## src/rtl/bwg_pkg.sv

```systemverilog
package bwg_pkg;
  typedef enum logic [1:0] {
    CMD_ACT = 2'd0,
    CMD_WR  = 2'd1,
    CMD_WRA = 2'd2,
    CMD_PRE = 2'd3
  } cmd_e;

  typedef struct packed {
    logic loadRas;
    logic loadWr;
    logic loadRp;
  } strobe_t;
endpackage

```

## src/rtl/timing_countdown.sv

```systemverilog
module timing_countdown #(
  parameter int W = 8
) (
  input  logic         clk,
  input  logic         rst,
  input  logic         load,
  input  logic [W-1:0] span,
  output logic         done
);
  logic [W-1:0] cnt;
  logic [W-1:0] loadVal;

  // Window ends `span` cycles after the load cycle; zero is treated as one.
  assign loadVal = (span == '0) ? '0 : span - W'(1);
  assign done    = (cnt == '0);

  always_ff @(posedge clk) begin
    if (rst)            cnt <= '0;
    else if (load)      cnt <= loadVal;
    else if (cnt != '0) cnt <= cnt - W'(1);
  end


  done_fall_chk: assert property (@(posedge clk) disable iff (rst)
    $fell(done) |-> $past(load));
endmodule

```

## src/rtl/bank_timers.sv

```systemverilog
module bank_timers import bwg_pkg::*; #(
  parameter int CNT_W = 8
) (
  input  logic             clk,
  input  logic             rst,
  input  strobe_t          st,
  input  logic [CNT_W-1:0] tWr,
  input  logic [CNT_W-1:0] tRp,
  input  logic [CNT_W-1:0] tRas,
  output logic             rasDone,
  output logic             wrDone,
  output logic             rpDone
);
  localparam int NUM_T = 3;

  logic [NUM_T-1:0] loads;
  logic [NUM_T-1:0] dones;
  logic [CNT_W-1:0] spans [NUM_T];

  assign loads = {st.loadRp, st.loadWr, st.loadRas};

  always_comb begin
    spans[0] = tRas;
    spans[1] = tWr;
    spans[2] = tRp;
  end

  for (genvar i = 0; i < NUM_T; i++) begin : g_tmr
    timing_countdown #(.W(CNT_W)) u_cnt (
      .clk  (clk),
      .rst  (rst),
      .load (loads[i]),
      .span (spans[i]),
      .done (dones[i])
    );
  end

  assign rasDone = dones[0];
  assign wrDone  = dones[1];
  assign rpDone  = dones[2];


  pre_after_ras_chk: assert property (@(posedge clk) disable iff (rst)
    st.loadRp |-> rasDone);
endmodule

```

## src/rtl/bank_ctrl.sv

```systemverilog
module bank_ctrl import bwg_pkg::*; (
  input  logic       clk,
  input  logic       rst,
  input  logic       reqValid,
  input  logic [1:0] reqCmd,
  input  logic       reqBankHit,
  input  logic       lastBeat,
  input  logic       rasDone,
  input  logic       wrDone,
  input  logic       rpDone,
  output logic       grant,
  output logic       stall,
  output logic       autoPreStart,
  output strobe_t    st
);
  cmd_e cmd;
  logic active, wrPending, apPending;
  logic hit, allow, recovered, autoStart;
  logic isAct, isPre, isWr;

  assign cmd       = cmd_e'(reqCmd);
  assign hit       = reqValid & reqBankHit;
  assign recovered = !wrPending && wrDone && rasDone;
  assign autoStart = apPending && recovered;

  always_comb begin
    case (cmd)
      CMD_ACT:         allow = !active && rpDone && !apPending;
      CMD_WR, CMD_WRA: allow = active && !apPending;
      default:         allow = !apPending && (!active || recovered);
    endcase
  end

  assign grant        = hit & allow;
  assign stall        = hit & !allow;
  assign autoPreStart = autoStart;

  assign isAct = grant && (cmd == CMD_ACT);
  assign isPre = grant && (cmd == CMD_PRE);
  assign isWr  = grant && (cmd == CMD_WR || cmd == CMD_WRA);

  assign st.loadRas = isAct;
  assign st.loadWr  = lastBeat;
  assign st.loadRp  = (isPre && active) || autoStart;

  always_ff @(posedge clk) begin
    if (rst) begin
      active    <= 1'b0;
      wrPending <= 1'b0;
      apPending <= 1'b0;
    end else begin
      active    <= (active | isAct) & !(isPre | autoStart);
      wrPending <= isWr | (wrPending & !lastBeat);
      apPending <= (isWr && cmd == CMD_WRA) | (apPending & !autoStart);
    end
  end


  pre_after_wr_chk: assert property (@(posedge clk) disable iff (rst)
    st.loadRp |-> wrDone);


  wr_settle_chk: assert property (@(posedge clk) disable iff (rst)
    (lastBeat && !isWr) |=> !wrPending);


  ap_close_chk: assert property (@(posedge clk) disable iff (rst)
    autoPreStart |=> (!apPending && !active));


  act_after_rp_chk: assert property (@(posedge clk) disable iff (rst)
    isAct |-> rpDone);
endmodule

```

## src/rtl/bank_wr_guard.sv

```systemverilog
module bank_wr_guard import bwg_pkg::*; #(
  parameter int CNT_W = 8
) (
  input  logic             clk,
  input  logic             rst,
  input  logic             reqValid,
  input  logic [1:0]       reqCmd,
  input  logic             reqBankHit,
  input  logic             lastBeat,
  input  logic [CNT_W-1:0] tWr,
  input  logic [CNT_W-1:0] tRp,
  input  logic [CNT_W-1:0] tRas,
  output logic             grant,
  output logic             stall,
  output logic             autoPreStart
);
  strobe_t st;
  logic rasDone, wrDone, rpDone;

  bank_ctrl u_ctrl (
    .clk          (clk),
    .rst          (rst),
    .reqValid     (reqValid),
    .reqCmd       (reqCmd),
    .reqBankHit   (reqBankHit),
    .lastBeat     (lastBeat),
    .rasDone      (rasDone),
    .wrDone       (wrDone),
    .rpDone       (rpDone),
    .grant        (grant),
    .stall        (stall),
    .autoPreStart (autoPreStart),
    .st           (st)
  );

  bank_timers #(.CNT_W(CNT_W)) u_tmr (
    .clk     (clk),
    .rst     (rst),
    .st      (st),
    .tWr     (tWr),
    .tRp     (tRp),
    .tRas    (tRas),
    .rasDone (rasDone),
    .wrDone  (wrDone),
    .rpDone  (rpDone)
  );
endmodule

```

## config.mk

```make
export PLATFORM = sky130hd
export DESIGN_NAME = bank_wr_guard
export DESIGN_NICKNAME = d
export VERILOG_FILES = /design/src/rtl/bwg_pkg.sv /design/src/rtl/timing_countdown.sv /design/src/rtl/bank_timers.sv /design/src/rtl/bank_ctrl.sv /design/src/rtl/bank_wr_guard.sv
export SDC_FILE = /design/constraint.sdc
export NUM_CORES = 1
export LEC_CHECK = 0
export BUFFER_PORTS_ARGS = -buffer_cell sky130_fd_sc_hd__buf_2
export CORE_ASPECT_RATIO = 0.5
export CORE_UTILIZATION = 35
export CTS_CLUSTER_SIZE = 20
export DETAILED_ROUTE_END_ITERATION = 7
export GPL_TIMING_DRIVEN = 0
export PLACE_DENSITY = 0.62
export REMOVE_ABC_BUFFERS = 1
export SYNTH_ARGS = -nofsm -noshare
export SYNTH_HDL_FRONTEND = slang
export SYNTH_HIERARCHICAL = 1
export SYNTH_SLANG_ARGS = --single-unit
```

## constraint.sdc

```tcl
create_clock -name clk -period 3.1 [get_ports clk]
set_input_delay 0 -clock clk [delete_from_list [all_inputs] [get_ports clk]]
set_output_delay 0 -clock clk [all_outputs]
set_load 0.02 [all_outputs]
```

* Word level (Yosys, flattened, before mapping)
Index checks and enable logic that the tools add are counted.
Storage, ports and cells: bits in writable memories 0, output and inout port bits 3, memories 0, input bits 31, bits in registers 27, bits in read-only memories 0, word-level logic and storage cells 71, bits in latches 0
Operators by class: $mul 0, eq/ne operators 3, div/mod/pow operators 0, magnitude comparators 0, add/sub/neg operators 6, shift operators 0, bitwise operators 10, reduce and logical (&&, ||, !) cells 36, mux-type cells 10
Operator list (count):
- 2-to-1 mux 8 bit | 9
- zero test 8 bit | 6
- subtractor 8 x 1 -> 8 bit, second input constant | 6
- nonzero test 8 bit | 3
- logical AND 1 bit | 12
- zero test 1 bit | 7
- bitwise AND 1 bit | 6
- nonzero test 2 bit | 3
- == test 2 bit, second input constant | 2
- OR 1 bit | 4
- logical OR 1 bit | 3
- == test 2 x 1 -> 1 bit, second input constant | 1
- zero test 2 bit | 1
- one-hot mux 1 bit (2 select lines) | 1
- OR reduction 2 bit | 1

* Longest topological paths before layout
Gate-level depths: netlist of the first run.
depth in word-level cells 11, gate-level depth with buffers 13, mapped depth without buffers 13

* Hierarchy
Netlist of the first run, hierarchy kept.
By module, submodules not included:
- timing_countdown | times used 3, area an instance 601.8 um^2, cells each 72
- bank_ctrl | times used 1, area an instance 290.3 um^2, cells each 32

* Least setup slack after synthesis of the first run
OpenSTA, ideal clock, no wires.
path kind register to register, start point reg u_tmr.g_tmr[2].u_cnt.cnt[0], end point reg u_tmr.g_tmr[2].u_cnt.cnt[3], data arrival time 2.885 ns, stages on the path, launching flop included 14, buffers on the path 0, path slack 0.141 ns, data required time 3.026 ns, setup time 0.074 ns, cell sequence dfxtp_1 > inv_1 > ha_1 > nor3b_1 > nand2_1 > inv_1 > a211oi_1 > nor3_1 > and2_4 > a31o_2 > inv_1 > a31o_2 > or2_2 > o21ai_0
RTL lines:
- start: declaration | line timing_countdown.sv:10 | logic [W-1:0] cnt;
- start signal: assignment | line timing_countdown.sv:19 | else if (load) cnt <= loadVal;
- start signal: assignment | line timing_countdown.sv:20 | else if (cnt != '0) cnt <= cnt - W'(1);

==> impl_metrics.tcl, run 1 <==
set metrics [dict create \
    outcome "finished with violations" \
    violations "DRC" \
    synth-compound-area-share 0.252 \
    fp.dieW_um 111 \
    p_sw_uw 638 \
    fmax_mhz 350 \
    powerDensity_nw_per_um2 663 \
    antenna_left 0 \
    synth_edf_count 0 \
    finalSetupViolCount 0 \
    yosys.area_share.adder 0.0776 \
    insertedDiodeCount 0 \
    grt_pass1_vias 1745 \
    avgRoutedWirePerCell_um 12.7 \
    cts_buffer_depth 2 \
    fin_crit_sh 0.923 \
    finalPower_mw 1.68 \
    start_kind "flop" \
    cp-endpoint "u_tmr/g_tmr[2].u_cnt/cnt[3]" \
    fillers 574 \
    die_h_um 56.7 \
    drt-vias-per-instance 5.33 \
    synthSimpleGateAreaFrac 0.260 \
    rows 19 \
    cts.sinks 27 \
    rrSetupSlack_ns 0.24 \
    cts_buffers 3 \
    crit_required_ns 3.28 \
    netlist_instances 248 \
    area_growth_syn_to_layout_pct 21.1 \
    cts_tree "built" \
    p_leak_nw 1.05 \
    combPwrFrac 0.495 \
    grt_max_degree 20 \
    grt_use_total 0.152 \
    gp_congestion 0.826 \
    drt_iter0_markers 101 \
    clock_skew_ns 0.00425 \
    drv_slew 0 \
    first_pass_iters 7 \
    place_ws_ns -0.385 \
    r2r_end "u_tmr/g_tmr[2].u_cnt/cnt[3]" \
    yosysSeqAreaShare 0.258 \
    cts_hold_buf 0 \
    die_area_um2 6320 \
    power_frac_seq 0.329 \
    maxCapViolations 0 \
    final-hold-violation-count 0 \
    ys_types 41 \
    crit_start "u_tmr/g_tmr[0].u_cnt/cnt[0]" \
    synth_mux_area_frac 0 \
    switching_share 0.379 \
    htreeDepth 1 \
    m1WireLength_um 2240 \
    p_int_mw 1.04 \
    io_buffer_count 33 \
    drc 2 \
    fin_ws_ns 0.240 \
    slew_headroom 0.632 \
    synth_xor_area_frac 0.100 \
    finalNetCount 334 \
    core_um2 5630 \
    hold_depth 2 \
    critical_path_class "flop to flop" \
    netlist_area_um2 2100 \
    ys.flop_type "dfxtp_1" \
    start_util 0.372 \
    cp-end-kind "flop" \
    ios 34 \
    p_clk_frac 0.176 \
    layout_commonest_cell "buf_2" \
    synth_seq_cells 27 \
    crit_arrival_ns 3.04 \
    grt_pass1_wl_um 7740 \
    hold_path_class "input port to flop" \
    insertion_delay_ns 0.26 \
    ys_async_sr_fraction 0 \
    reg2reg_from "u_tmr/g_tmr[0].u_cnt/cnt[0]" \
    synth_top_family_by_area "simple AND/OR/NAND/NOR gates" \
    finalCriticalPeriod_ns 2.86 \
    final_cell_mix "buf_2 (33), dfxtp_1 (27), inv_1 (24)" \
    tightest_slew_ns 0.547 \
    seqCellArea_um2 541 \
    route.met2.wl_um 2150 \
    drt-total-wl_um 4610 \
    routed-via-count 1931 \
    cts_root_buf "clkbuf_16" \
    drive_above_1_share 0.249 \
    rsz0062_at_grt "false" \
    wl_met3_um 187 \
    multi_input_comb_area_um2 1520 \
    grt_overflow 0 \
    hpwl_um 3510 \
    ir_drop_mv 0.218 \
    r2r_cells 13 \
    routed.top_layer "met4" \
    cts.clk_slew.worst_paths_ns 0.07 \
    antenna_found_initial 0 \
    cp_max_fo 7 \
    syn_avg_cell_area_um2 8.45 \
    synth_warnings 6 \
]
state kept, by name (all words and copies together) (netlist names):
| name | cells |
|---|---|
| u_ctrl/apPending | 1 |
| u_ctrl/active | 1 |
| u_ctrl/wrPending | 1 |
| u_tmr/g_tmr.u_cnt/cnt | 24 |
worst max-delay path, cell delays in order (launching register included):
cell and delay [ns]:
dfxtp_1 0.35, inv_1 0.07, ha_1 0.19, nor3b_4 0.33, nand2_2 0.12, inv_1 0.10, and3b_1 0.21, a211o_1 0.19
and2_4 0.19, a31o_4 0.20, inv_2 0.08, a31o_2 0.25, or2_2 0.32, o21ai_0 0.18
power groups by stage:
stage	Clock [mW]	Sequential, mW	Combinational [mW]
3_5_place_dp	0	0.539	0.712
3_3_place_gp	0	0.536	0.696
4_1_cts	0.305	0.542	0.739
6_report	0.296	0.554	0.833
5_1_grt	0.320	0.570	0.923
2_1_floorplan	0	0.520	0.570
metal layers:
layer / GRT usage / vias up
met3: 0.0335 / 2
met4: 0.0405 / 0
met1: 0.187 / 904
met2: 0.269 / 39
met5: 0 / -
li1: - / 986
worst min path at each step:
| stage | from | endpoint | slack, ns |
|---|---|---|---|
| 6_report | lastBeat | u_tmr/g_tmr[1].u_cnt/cnt[6] | 0.04 |
| 2_1_floorplan | rst | u_ctrl/active | 0.06 |
| 4_1_cts | lastBeat | u_tmr/g_tmr[1].u_cnt/cnt[6] | 0.04 |
| 5_1_grt | lastBeat | u_tmr/g_tmr[1].u_cnt/cnt[6] | 0.06 |
| 3_5_place_dp | lastBeat | u_tmr/g_tmr[1].u_cnt/cnt[6] | 0.32 |
| 3_3_place_gp | lastBeat | u_tmr/g_tmr[1].u_cnt/cnt[6] | 0.32 |
cell type report:
| type | count | area share |
|---|---|---|
| clock inverters | 1 | 0.00197 |
| flip-flops and latches | 27 | 0.213 |
| well taps | 73 | 0.0360 |
| repair buffers | 39 | 0.0828 |
| inverters | 25 | 0.0370 |
| multi-input cells | 194 | 0.600 |
| clock buffers | 3 | 0.0296 |
synth_stat cells, types with 6 or more instances:
cell type	instances	area (µm²)
nand2_1	10	37.5
a31o_2	7	61.3
nor2_1	19	71.3
nor3_1	16	80.1
nand2b_1	6	37.5
a21oi_1	9	45.0
nor3b_1	10	75.1
xnor2_1	15	131
o21ai_0	12	60.1
ha_1	13	163
xor2_1	9	78.8
a211oi_1	7	52.6
a311oi_1	6	52.6
inv_1	25	93.8
dfxtp_1	27	541
stage by stage:
| stage | cell area [µm²] | hold slack [ns] | std cells | TNS, ns | utilization |
|---|---|---|---|---|---|
| 2_1_floorplan | 2080 | 0.0643 | 246 | 0 | - |
| 3_3_place_gp | 2340 | 0.323 | 352 | -2.58 | 0.415 |
| 3_5_place_dp | 2340 | 0.322 | 352 | -2.75 | 0.415 |
| 4_1_cts | 2450 | 0.0415 | 356 | 0 | 0.435 |
| 5_1_grt | 2540 | 0.0585 | 362 | 0 | 0.451 |
| 6_report | 2540 | 0.0438 | 362 | 0 | 0.451 |
what timing repair did:
item                       CTS  global route
setup endpoints to repair   13             8
gates resized for setup      6             7
pin swaps                    0             1
setup buffers                0             6
kinds of logic (layout without fill, tap and decap cells):
kind of cell | Yosys count | after routing
simple gates | 86 | 86
compound gates | 71 | 71
flops | 27 | 27
buf+inv | 27 | 68
xor+xnor | 24 | 24
fa+ha+maj | 13 | 13
Note: power is estimated with default switching activity, not from simulation.
==> run 2, diff against run 1 <==
--- a/config.mk
+++ b/config.mk
@@ -11,7 +11,7 @@
 export CTS_CLUSTER_SIZE = 20
 export DETAILED_ROUTE_END_ITERATION = 7
 export GPL_TIMING_DRIVEN = 0
-export PLACE_DENSITY = 0.62
+export PLACE_DENSITY = 0.53
 export REMOVE_ABC_BUFFERS = 1
 export SYNTH_ARGS = -nofsm -noshare
 export SYNTH_HDL_FRONTEND = slang
==> run 2 against run 1 <==
Compared with the run above:
- the flow still finishes with violations (DRC)
- flip-flop and latch count stayed put
- cell area down 1.4%
- non-clock buffer count down 3
- register-to-register slack about the same
- core utilization down 0.62 points
- worst setup slack better by 0.012 ns
- clock-buffer cell count rose by 1
- hold slack improved by 0.024 ns
- global-route usage is 0.18 points higher
- critical path type unchanged
- critical endpoint unchanged
==> impl_metrics.tcl, run 2 (synthesized netlist as in run 1, its figures left out) <==
set metrics [dict create \
    ir_drop_mv 0.231 \
    finalNetCount 331 \
    grt_pass1_vias 1740 \
    finalPower_mw 1.64 \
    fp.dieW_um 111 \
    drive_above_1_share 0.234 \
    violations "DRC" \
    fin_crit_sh 0.919 \
    crit_required_ns 3.29 \
    final_util 0.444 \
    powerDensity_nw_per_um2 654 \
    power_frac_seq 0.339 \
    start_kind "flop" \
    grt_overflow 0 \
    drt-total-wl_um 4660 \
    insertedDiodeCount 0 \
    avgRoutedWirePerCell_um 13.0 \
    maxCapViolations 0 \
    r2r_cells 11 \
    hold_path_class "input port to flop" \
    slew_headroom 0.594 \
    grt_use_total 0.153 \
    fin_ws_ns 0.251 \
    die_h_um 56.7 \
    drv_slew 0 \
    gp_congestion 0.814 \
    routed-via-count 1910 \
    crit_arrival_ns 3.04 \
    final_cell_mix "buf_2 (33), dfxtp_1 (27), inv_1 (24)" \
    drt-vias-per-instance 5.32 \
    cts_hold_buf 0 \
    first_pass_iters 6 \
    fillers 552 \
    fmax_mhz 351 \
    cp-end-kind "flop" \
    layout_commonest_cell "buf_2" \
    start_util 0.372 \
    tightest_slew_ns 0.604 \
    grt_pass1_wl_um 7870 \
    cts.sinks 27 \
    area_growth_syn_to_layout_pct 19.5 \
    rrSetupSlack_ns 0.25 \
    drt_iter0_markers 71 \
    cts_buffers 3 \
    crit_start "u_tmr/g_tmr[0].u_cnt/cnt[4]" \
    die_area_um2 6320 \
    finalNonFillerCells 359 \
    htreeDepth 1 \
    p_leak_nw 1.02 \
    outcome "finished with violations" \
    critical_path_class "flop to flop" \
    switching_share 0.380 \
    grt_max_degree 20 \
    p_clk_frac 0.180 \
    r2r_end "u_tmr/g_tmr[2].u_cnt/cnt[3]" \
    clock_skew_ns 0.00375 \
    insertion_delay_ns 0.26 \
    combPwrFrac 0.481 \
    antenna_left 0 \
    cts_root_buf "clkbuf_16" \
    dp.cells 352 \
    cts_tree "built" \
    largest_reg_flops 24 \
    hpwl_um 3550 \
    cts_buffer_depth 2 \
    place_ws_ns -0.365 \
    io_buffer_count 33 \
    ios 34 \
    core_um2 5630 \
    p_int_mw 1.02 \
    cts.clk_slew.worst_paths_ns 0.07 \
    final-hold-violation-count 0 \
    drc 4 \
    largest_register "u_tmr/g_tmr.u_cnt/cnt" \
    cp_max_fo 7 \
    rows 19 \
    p_sw_uw 623 \
    cp-endpoint "u_tmr/g_tmr[2].u_cnt/cnt[3]" \
    finalCriticalPeriod_ns 2.85 \
    finalSetupViolCount 0 \
    timing.hold.ws_ns 0.0679 \
    antenna_found_initial 0 \
    reg2reg_from "u_tmr/g_tmr[0].u_cnt/cnt[4]" \
]
-- run 2: changes by cell type in the layout (fill, tap and decap cells not counted), sizes merged --
cell    delta
buf        -3
clkbuf     +1
clkinv     -1
-- run 2: through the flow --
stage / area (µm²) / setup TNS [ns]
after CTS: 2460 / 0
after detailed placement: 2340 / -2.64
after global routing: 2500 / -0.00462
after floorplan: 2080 / 0
after global placement: 2340 / -2.77
final: 2500 / 0
-- run 2: timing repair --
| action | in CTS | in global routing |
|---|---|---|
| setup buffers | 0 | 3 |
| pin swaps | 0 | 0 |
| endpoints found under the setup margin | 14 | 5 |
| resized for setup | 8 | 3 |
-- run 2: metal layers --
| metal | up-vias | wire (µm) | global-route usage | part of all wire |
|---|---|---|---|---|
| met5 | - | 0 | 0 | 0 |
| met4 | 0 | 36 | 0.0425 | 0.0077 |
| met3 | 2 | 189 | 0.0259 | 0.041 |
| met2 | 43 | 2100 | 0.261 | 0.45 |
| met1 | 881 | 2330 | 0.202 | 0.50 |
| li1 | 984 | - | - | - |
-- run 2: area by class of cell --
class                   count  area (µm²)  share of cell area
clock buffers               4        78.8              0.0315
inverters                  25        93.8              0.0375
multi-input cells         194        1510               0.604
flip-flops and latches     27         541               0.216
well taps                  73        91.3              0.0365
repair buffers             36         188              0.0750
-- run 2: worst min-delay path by stage --
stage | from | endpoint | slack, ns | cells after the start
4_1_cts | tRp[6] | u_tmr/g_tmr[2].u_cnt/cnt[6] | 0.06 | 3
3_5_place_dp | tRas[6] | u_tmr/g_tmr[0].u_cnt/cnt[6] | 0.33 | 3
5_1_grt | lastBeat | u_tmr/g_tmr[1].u_cnt/cnt[6] | 0.07 | 2
3_3_place_gp | tRp[6] | u_tmr/g_tmr[2].u_cnt/cnt[6] | 0.32 | 3
2_1_floorplan | rst | u_ctrl/active | 0.06 | 1
6_report | tRp[6] | u_tmr/g_tmr[2].u_cnt/cnt[6] | 0.07 | 3
-- run 2: worst max-delay path, cell delays in order (launching register included) --
cell,delay (ns)
dfxtp_1,0.40
nor4_4,0.42
nand2_1,0.15
inv_1,0.10
and3b_1,0.23
a211o_1,0.19
and2_4,0.19
a31o_2,0.25
inv_2,0.10
a31o_2,0.26
or2_2,0.32
o21ai_0,0.17
-- run 2: power groups by stage --
stage                     sequential (mW)  clock, mW  combinational [mW]
after floorplan                     0.520          0               0.570
after global placement              0.536          0               0.707
after detailed placement            0.542          0               0.712
after CTS                           0.547      0.309               0.751
after global routing                0.568      0.327               0.880
final                               0.556      0.295               0.788
==> run 3, diff against run 2 <==
--- a/config.mk
+++ b/config.mk
@@ -6,7 +6,7 @@
 export NUM_CORES = 1
 export LEC_CHECK = 0
 export BUFFER_PORTS_ARGS = -buffer_cell sky130_fd_sc_hd__buf_2
-export CORE_ASPECT_RATIO = 0.5
+export CORE_ASPECT_RATIO = 0.75
 export CORE_UTILIZATION = 35
 export CTS_CLUSTER_SIZE = 20
 export DETAILED_ROUTE_END_ITERATION = 7
==> run 3 against run 2 <==
Compared with the run above:
- the run now ends clean
- worst setup slack worse by 0.017 ns
- fmax is 0.58% lower
- clock skew up 0.00095 ns
- wire length shrank 1.4%
- combinational power rose by 2%
- core utilization down 1.5 points
- critical path type unchanged
==> impl_metrics.tcl, run 3 (synthesized netlist as in run 1, its figures left out) <==
set metrics [dict create \
    outcome "finished clean" \
    io_buffer_count 33 \
    cp_slowest_cell "dfxtp_1" \
    ir_drop_mv 0.388 \
    rrSetupSlack_ns 0.23 \
    grt_max_degree 20 \
    grt_pass1_vias 1788 \
    crit_required_ns 3.31 \
    dp.cells 357 \
    grt_use_total 0.154 \
    antenna_left 0 \
    final_area_um2 2490 \
    p_leak_nw 1.01 \
    htreeDepth 1 \
    worst_path_largest_cell_delay_ns 0.34 \
    largest_reg_flops 24 \
    clock_skew_ns 0.00469 \
    avgRoutedWirePerCell_um 12.6 \
    hold_path_class "input port to flop" \
    final_util 0.429 \
    drv_slew 0 \
    final_cell_mix "buf_2 (33), dfxtp_1 (26), inv_1 (24)" \
    cts_tree "built" \
    die_area_um2 6300 \
    fmax_mhz 349 \
    fillers 590 \
    antenna_found_initial 0 \
    insertion_delay_ns 0.28 \
    rows 24 \
    fin_crit_sh 0.924 \
    drc 0 \
    start_util 0.362 \
    cts_buffers 3 \
    layout_commonest_cell "buf_2" \
    tightest_slew_ns 0.625 \
    drt-total-wl_um 4590 \
    cts.sinks 27 \
    cts_hold_buf 0 \
    cp.buffers_inverters 3 \
    final-hold-violation-count 0 \
    finalPower_mw 1.57 \
    powerDensity_nw_per_um2 630 \
    largest_register "u_tmr/g_tmr.u_cnt/cnt" \
    core_um2 5800 \
    area_growth_syn_to_layout_pct 18.7 \
    finalNetCount 332 \
    placed_area_um2 2340 \
    critical_path.top_delay_family "simple AND/OR/NAND/NOR gates" \
    crit_arrival_ns 3.07 \
    finalCriticalPeriod_ns 2.87 \
    grt_overflow 0 \
    finalNonFillerCells 365 \
    rsz0062_at_grt "false" \
    cts_buffer_depth 2 \
    slew_headroom 0.579 \
    cp-end-kind "flop" \
    fp.dieW_um 91.4 \
    first_pass_iters 4 \
    critical_path_class "flop to flop" \
    cts_root_buf "clkbuf_8" \
    fin_tns_setup_ns 0 \
    die_h_um 69.0 \
    ios 34 \
    finalSetupViolCount 0 \
    insertedDiodeCount 0 \
    drive_above_1_share 0.244 \
    cts.clk_slew.worst_paths_ns 0.10 \
    crit_chain "inv_1 > ha_1 > nor3b_4 > nand2_1 > inv_1 > and3b_1 > a211o_1 > and2_4 > a31o_2 > inv_2 > a31o_2 > or2_2 > o21ai_0" \
    cp_max_fo 7 \
    maxCapViolations 0 \
    start_kind "flop" \
    grt_pass1_wl_um 8020 \
    hpwl_um 3520 \
    gp_congestion 0.800 \
    drt_iter0_markers 92 \
    routed-via-count 1870 \
    drt-vias-per-instance 5.12 \
]
[run 3: cell types whose count changed in the layout (fill, tap and decap cells not counted)]
cell / delta
buf_4: +1
clkbuf_8: +3
clkinvlp_4: +1
clkbuf_16: -3
dfxtp_1: -1
clkbuf_1: -1
dfxtp_2: +1
[run 3: timing repair]
| item | in CTS | in global routing |
|---|---|---|
| setup buffers | 1 | 3 |
| gates cloned | 0 | 0 |
| endpoints found under the setup margin | 15 | 12 |
| pin swaps | 0 | 2 |
| resized for setup | 7 | 5 |
[run 3: layer usage]
| metal | up-vias | track usage | part of all wire | wire (µm) |
|---|---|---|---|---|
| met5 | - | 0 | 0 | 0 |
| met1 | 848 | 0.217 | 0.53 | 2440 |
| li1 | 989 | - | - | - |
| met4 | 0 | 0.0335 | 0.0063 | 29 |
| met3 | 2 | 0.0298 | 0.031 | 143 |
| met2 | 31 | 0.245 | 0.43 | 1980 |
[run 3: worst paths after layout]
| path | start | endpoint | depth (start not counted) |
|---|---|---|---|
| min reg2reg | u_tmr/g_tmr[1].u_cnt/cnt[1] | u_tmr/g_tmr[1].u_cnt/cnt[1] | 2 |
| max reg2reg | u_tmr/g_tmr[0].u_cnt/cnt[1] | u_tmr/g_tmr[2].u_cnt/cnt[3] | 13 |
| max | u_tmr/g_tmr[0].u_cnt/cnt[1] | u_tmr/g_tmr[2].u_cnt/cnt[3] | 13 |
| min | lastBeat | u_tmr/g_tmr[1].u_cnt/cnt[6] | 2 |
[run 3: layout make-up]
cell class,count,area [µm²],share of cell area
timing repair buffer,37,195,0.0784
sequential,27,542,0.218
clock buffer,3,41.3,0.0166
multi-input combinational,194,1510,0.607
clock inverter,1,7.51,0.00302
inverter,25,93.8,0.0377
tap,78,97.6,0.0392
[run 3: power by group]
part	switching [mW]	internal, mW	leakage (nW)
logic	0.384	0.417	0.768
clock network	0.119	0.0914	0.0217
registers	0.125	0.432	0.223
[run 3: per-stage QoR]
| step | hold slack, ns | setup slack, ns |
|---|---|---|
| after global routing | 0.0323 | 0.00916 |
| after floorplan | 0.0643 | 0.141 |
| after detailed placement | 0.320 | -0.373 |
| after global placement | 0.319 | -0.369 |
| final | 0.0246 | 0.235 |
| after CTS | 0.0197 | 0.00347 |
[run 3: worst reg2reg max path, cell delays in order, from the launching register on]
cell and delay [ns]:
dfxtp_1 0.34, inv_1 0.08, ha_1 0.19, nor3b_4 0.24, nand2_1 0.13, inv_1 0.11
and3b_1 0.23, a211o_1 0.20, and2_4 0.19, a31o_2 0.24, inv_2 0.10, a31o_2 0.27
or2_2 0.32, o21ai_0 0.16
